<file path="config.mk">
export PLATFORM = sky130hd
export DESIGN_NAME = slice_steer_decoder
export DESIGN_NICKNAME = d
export VERILOG_FILES = /design/src/rtl/ssd_pkg.sv /design/src/rtl/ssd_therm_dec.sv /design/src/rtl/ssd_wsum.sv /design/src/rtl/ssd_steer_reg.sv /design/src/rtl/slice_steer_decoder.sv
export SDC_FILE = /design/constraint.sdc
export NUM_CORES = 1
export LEC_CHECK = 0
export ABC_CLOCK_PERIOD_IN_PS = 2000
export BUFFER_PORTS_ARGS = -buffer_cell sky130_fd_sc_hd__buf_2
export CORE_AREA = 4 4 306 308
export CTS_BUF_LIST = sky130_fd_sc_hd__clkbuf_8
export CTS_CLUSTER_SIZE = 28
export DETAILED_ROUTE_END_ITERATION = 12
export DIE_AREA = 0 0 310 312
export PLACE_DENSITY = 0.51
export SYNTH_ARGS = -nofsm -noshare
export SYNTH_HDL_FRONTEND = slang
export SYNTH_SLANG_ARGS = --single-unit
</file>
<file path="constraint.sdc">
create_clock -name clk -period 2 [get_ports clk]
set_input_delay 0 -clock clk [delete_from_list [all_inputs] [get_ports clk]]
set_output_delay 0 -clock clk [all_outputs]
set_load 0.1 [all_outputs]
</file>
<file path="src/rtl/ssd_pkg.sv">
package ssd_pkg;
  localparam int unsigned SSD_CODE_W = 10;
  localparam int unsigned SSD_FRAC_W = 2;

  // weight of fractional slice idx, in units of the smallest slice
  function automatic int unsigned frac_weight(input int unsigned idx);
    return 32'd1 << idx;
  endfunction

  // weight of one unit slice, in units of the smallest slice
  function automatic int unsigned unit_weight(input int unsigned frac_w);
    return 32'd1 << frac_w;
  endfunction

  // total weight of all slices together
  function automatic int unsigned full_weight(input int unsigned code_w,
                                              input int unsigned frac_w);
    return (32'd1 << code_w) + (32'd1 << frac_w) - 32'd1;
  endfunction
endpackage

</file>
<file path="src/rtl/ssd_therm_dec.sv">
module ssd_therm_dec #(
  parameter int unsigned IN_W = 8,
  localparam int unsigned OUT_N = 1 << IN_W
) (
  input  logic [IN_W-1:0]  count_i,
  output logic [OUT_N-1:0] therm_o
);
  // one magnitude compare per unit slice
  for (genvar i = 0; i < OUT_N; i++) begin : g_bit
    localparam logic [IN_W:0] IDX = (IN_W+1)'(i);
    assign therm_o[i] = ({1'b0, count_i} > IDX);
  end
endmodule

</file>
<file path="src/rtl/ssd_wsum.sv">
module ssd_wsum #(
  parameter int unsigned N_UNIT = 256,
  parameter int unsigned FRAC_W = 2,
  parameter int unsigned SUM_W  = 11
) (
  input  logic [N_UNIT+FRAC_W-1:0] vec_i,
  output logic [SUM_W-1:0]         sum_o
);
  localparam logic [SUM_W-1:0] UNIT_WT = SUM_W'(ssd_pkg::unit_weight(FRAC_W));

  always_comb begin
    sum_o = '0;
    for (int k = 0; k < int'(N_UNIT); k++) begin
      if (vec_i[k]) sum_o = sum_o + UNIT_WT;
    end
    for (int j = 0; j < int'(FRAC_W); j++) begin
      if (vec_i[N_UNIT+j]) sum_o = sum_o + SUM_W'(ssd_pkg::frac_weight(j));
    end
  end
endmodule

</file>
<file path="src/rtl/ssd_steer_reg.sv">
module ssd_steer_reg #(
  parameter int unsigned W = 258
) (
  input  logic         clk,
  input  logic         rst_n,
  input  logic         mix_i,
  input  logic [W-1:0] sel_i,
  output logic [W-1:0] pos_o,
  output logic [W-1:0] neg_o
);
  always_ff @(posedge clk or negedge rst_n) begin
    if (!rst_n) begin
      pos_o <= '0;
      neg_o <= '0;
    end else if (mix_i) begin
      pos_o <= sel_i;
      neg_o <= ~sel_i;
    end else begin
      pos_o <= '0;
      neg_o <= '0;
    end
  end
endmodule

</file>
<file path="src/rtl/slice_steer_decoder.sv">
module slice_steer_decoder #(
  parameter int unsigned CODE_W = ssd_pkg::SSD_CODE_W,
  parameter int unsigned FRAC_W = ssd_pkg::SSD_FRAC_W,
  localparam int unsigned UNARY_W = CODE_W - FRAC_W,
  localparam int unsigned N_UNIT  = 1 << UNARY_W,
  localparam int unsigned N_SLICE = N_UNIT + FRAC_W,
  localparam int unsigned TOTAL   = ssd_pkg::full_weight(CODE_W, FRAC_W),
  localparam int unsigned SUM_W   = $clog2(TOTAL + 1)
) (
  input  logic               clk,
  input  logic               rst_n,
  input  logic [CODE_W-1:0]  code_i,
  input  logic               mix_i,
  output logic [N_UNIT-1:0]  unary_o,
  output logic [FRAC_W-1:0]  frac_o,
  output logic [N_SLICE-1:0] pos_o,
  output logic [N_SLICE-1:0] neg_o
);
  logic [N_SLICE-1:0] sel_vec;
  logic [SUM_W-1:0]   pos_wsum;  // observation wire for the checker
  logic [SUM_W-1:0]   neg_wsum;  // observation wire for the checker

  ssd_therm_dec #(.IN_W(UNARY_W)) u_therm (
    .count_i (code_i[CODE_W-1:FRAC_W]),
    .therm_o (unary_o)
  );

  assign frac_o  = code_i[FRAC_W-1:0];
  assign sel_vec = {frac_o, unary_o};

  ssd_steer_reg #(.W(N_SLICE)) u_steer (
    .clk   (clk),
    .rst_n (rst_n),
    .mix_i (mix_i),
    .sel_i (sel_vec),
    .pos_o (pos_o),
    .neg_o (neg_o)
  );

  ssd_wsum #(.N_UNIT(N_UNIT), .FRAC_W(FRAC_W), .SUM_W(SUM_W)) u_pos_sum (
    .vec_i (pos_o),
    .sum_o (pos_wsum)
  );

  ssd_wsum #(.N_UNIT(N_UNIT), .FRAC_W(FRAC_W), .SUM_W(SUM_W)) u_neg_sum (
    .vec_i (neg_o),
    .sum_o (neg_wsum)
  );
endmodule

</file>
Word-level counts from Yosys, hierarchy flattened
Index checks and enable logic that the tools add are counted.
{"block": "word_totals", "word_cells": 260, "ff_bits": 516, "output_inout_bits": 774, "input_bits": 13}
{"block": "classes", "bitwise": 1, "order_cmp": 255, "mux": 2}
{"op": "$gt A8 B8 Y1 const B", "count": 127}
{"op": "$mux W258", "count": 2}
{"op": "$gt A8 B7 Y1 const B", "count": 64}
{"op": "$not A258 Y258", "count": 1}
{"op": "$gt A8 B6 Y1 const B", "count": 32}
{"op": "$gt A8 B5 Y1 const B", "count": 16}
{"op": "$gt A8 B4 Y1 const B", "count": 8}
{"op": "$gt A8 B3 Y1 const B", "count": 4}
{"op": "$gt A8 B1 Y1 const B", "count": 2}
{"op": "$gt A8 B2 Y1 const B", "count": 2}

Longest topological paths before layout
{"block": "logic_depth", "depth_word": 3, "mapped_depth": 7, "mapped_depth_nobuf": 5}

By module
Synthesis repeated with hierarchy kept, for this count alone.
{"block": "unflattened", "cells_unflattened": 1506, "area_unflattened_um2": 19174.6}
{"module": "ssd_steer_reg", "n_inst": 1, "cells_each": 1089, "seq_area_each_um2": 12912.4, "area_per_inst_um2": 16884.9}
{"module": "ssd_therm_dec", "n_inst": 1, "cells_each": 415, "seq_area_each_um2": 0.0, "area_per_inst_um2": 2274.7}
{"module": "slice_steer_decoder", "n_inst": 1, "cells_each": 2, "seq_area_each_um2": 0.0, "area_per_inst_um2": 15.0}

Worst setup path before layout
OpenSTA, ideal clock, no wires.
{"block": "synth_timing", "kind": "input port to output port", "startpoint": "input code_i[4]", "endpoint": "output unary_o[102]", "t_arrival_ns": 3.754, "t_required_ns": 2.000, "n_path_buf": 2, "setup_slack_ns": -1.754, "cell_stages": 5, "path_cell_list": "buf_4 -> buf_2 -> a21oi_1 -> o21ai_0 -> and2_1"}
{"block": "synth_between", "elab_chain_cells": 1}
{"item": "start: declaration", "line": "slice_steer_decoder.sv:12", "rtl": "input logic [CODE_W-1:0] code_i,"}
{"item": "$gt A8 B7 Y1", "line": "ssd_therm_dec.sv:11", "rtl": "assign therm_o[i] = ({1'b0, count_i} > IDX);"}
{"item": "end: declaration", "line": "slice_steer_decoder.sv:14", "rtl": "output logic [N_UNIT-1:0] unary_o,"}
No other way between the ends.

Final worst setup path
{"block": "layout_timing", "startpoint": "input code_i[7]", "endpoint": "output unary_o[71]"}
The elaborated chain is that of the path after synthesis.

==> results_dict.tcl <==
set metrics [dict create \
    p_per_area_nw_per_um2 999 \
    drc 0 \
    setup_viol_count_final 0 \
    fin_nets 2731 \
    clkSinkCount 515 \
    hold_path.class "input port to flop" \
    ys.warnings.count 0 \
    die_w_um 310 \
    rsz0062_at_grt "false" \
    top_usage_layer "met2" \
    critPathSlowestCell "dlygate4sd3_1" \
    max_freq_mhz 513 \
    vias 17700 \
    synth-seq-cells 515 \
    synth.avg_cell_area_um2 11.2 \
    cts.clk_slew.worst_paths_ps 60 \
    totalWireLength_mm 113 \
    cp_max_fo 23 \
    ys_top_cells_by_count "dfrtp_1 (515), a21oi_1 (252), nor2_1 (224), nand2_1 (108), and2_1 (89)" \
    gp_congestion 0.829 \
    nFillCells 9231 \
    std_cell_rows 111 \
    hold_ws_ps 78.9 \
    numCtsBuffers 93 \
    cts_tree "done" \
    cap_violations 0 \
    via_per_inst 4.45 \
    cts_root_buf "clkbuf_8" \
    path_cells "buf_4, buf_12, nor3_2, dlygate4sd3_1, buf_4, o21ai_2, buf_12" \
    stdcell_count 3982 \
    first_pass_iters 5 \
    die_h_um 312 \
    core_um2 91100 \
    status "finished, final reports clean" \
    place_inst 3670 \
    met2_usage_pct 38.6 \
    drive_above_1_share_pct 46.7 \
    p_leak_nw 16.4 \
    grt_pass1_vias 18800 \
    drtAntennaViolNets 0 \
    ioPinCount 787 \
    ys_types 62 \
    power.total_mw 32.4 \
    synth_top_area_share_pct 67.6 \
    start_util_pct 20.9 \
    grtUsageTotal_pct 22.9 \
    fin_crit_ps 1950 \
    routedWlPerCell_um 28.3 \
    grt_pass1_wl_mm 155 \
    drt_iter0_markers 1150 \
    path_buf_inv 5 \
    slew_violations 0 \
    syn_inst 1696 \
    fin_tns_setup_ps 0 \
    yosysMostFrequentCell "dfrtp_1" \
    synth_edf_count 0 \
    critical-path-max-stage-delay_ps 570 \
    crit_path_start_kind "input port" \
    ir_worst_vdd_v 0.000531 \
    critPathKind "input port to output pin" \
    cp-end-kind "output pin" \
    crit_cells 7 \
    grt.met1_usage_pct 28.5 \
    worstPathArrival_ps 1950 \
    final_util_pct 35.6 \
    antenna_found_initial 5 \
    async_flop_share_pct 100 \
    synthTopCellsByArea "dfrtp_1 (68%), a21oi_1 (6.6%), nor2_1 (4.4%), and2_1 (2.9%), buf_2 (2.1%)" \
    synthFlopType "dfrtp_1" \
    htree_levels 3 \
    grt_max_degree 52 \
    overflow 0 \
    syn_area_um2 19100 \
    dp_hpwl_mm 81.9 \
    period_share_pct 97.5 \
    slew_headroom_pct 43.9 \
    critPathRequiredTime_ps 2000 \
    startpoint "code_i[7]" \
    yosys.area.top_type "dfrtp_1" \
    endpoint "unary_o[71]" \
    crit_family "buffers and inverters" \
    hold_viol_final 0 \
    seq_area_frac_synth_pct 67.6 \
    fp.dieArea_um2 96700 \
    cts_buffer_depth 3 \
    syn2layout_area_growth_pct 70.0 \
    met3_usage_pct 6.27 \
    tightestPinTransition_ps 837 \
    port-buffer-count 784 \
]
-- cell type report --
type	instances	area [µm²]	share of cell area, %
clock inverter	46	285	0.880
sequential	515	12900	39.8
multi-input combinational	959	5640	17.4
clock buffer	124	1710	5.27
inverter	48	188	0.579
tap	1186	1480	4.58
timing repair buffer	1101	10200	31.5
antenna	3	7.51	0.0232
-- per-stage QoR --
step	area, µm²	setup WS [ps]
6_report	32400	49.1
3_3_place_gp	29000	91.5
5_1_grt	32400	0.417
4_1_cts	32400	15.8
3_5_place_dp	29000	55.2
2_1_floorplan	19500	-503
-- layout by cell type, fill, tap and decap left out, types with 15 or more instances in the layout --
| cell | instances |
|---|---|
| buf_2 | 560 |
| dfrtp_1 | 515 |
| buf_12 | 237 |
| a21oi_1 | 235 |
| nor2_1 | 188 |
| buf_4 | 159 |
| dlygate4sd3_1 | 138 |
| clkbuf_8 | 124 |
| nand2_1 | 106 |
| and2_1 | 87 |
| o21ai_2 | 73 |
| inv_1 | 61 |
| o21a_1 | 44 |
| nor2_2 | 34 |
| o21ai_0 | 24 |
| a21oi_2 | 18 |
| clkinv_2 | 15 |
-- cells by family (layout without fill, tap and decap cells) --
kind of cell / Yosys count / after routing / share of synthesized area [%]
other: 1 / 5 / 0.0197
AO/OA/AOI/OAI: 453 / 453 / 13.7
buffers and inverters: 223 / 1319 / 5.49
AND/OR/NAND/NOR: 504 / 504 / 13.1
flip-flops: 515 / 515 / 67.6
-- worst min-delay path by stage --
| stage | start | endpoint | slack [ps] | cells past startpoint |
|---|---|---|---|---|
| 2_1_floorplan | rst_n | u_steer.neg_o[0] | -300 | 0 |
| 3_3_place_gp | rst_n | u_steer.neg_o[55] | 70 | 1 |
| 3_5_place_dp | rst_n | u_steer.neg_o[28] | 80 | 1 |
| 4_1_cts | code_i[4] | u_steer.neg_o[153] | 0.4 | 4 |
| 5_1_grt | code_i[7] | u_steer.pos_o[45] | 20 | 4 |
| 6_report | code_i[7] | u_steer.pos_o[45] | 80 | 4 |
-- power breakdown --
part           switching (mW)  internal [mW]  total [mW]
Clock                    4.79           5.73        10.5
Sequential              0.153           11.0        11.1
Combinational            8.66           2.09        10.7
-- metal layers --
layer | wire length [µm] | vias up
li1 | - | 7651
met1 | 45600 | 9117
met2 | 55300 | 793
met3 | 8470 | 157
met4 | 3250 | 0
met5 | 0 | -
-- registers in the layout, indices dropped and copies added (netlist names) --
| name | flops |
|---|---|
| u_steer.neg_o | 258 |
| u_steer.pos_o | 257 |
-- what timing repair did --
| item | in CTS | in global routing |
|---|---|---|
| gates resized for setup | 0 | 10 |
| endpoints found under the setup margin | 0 | 25 |
| endpoints found under the hold margin | 822 | 0 |
| hold buffers | 139 | 0 |
| buffers inserted | 0 | 0 |
No activity file was read; power rests on OpenSTA's default activity.
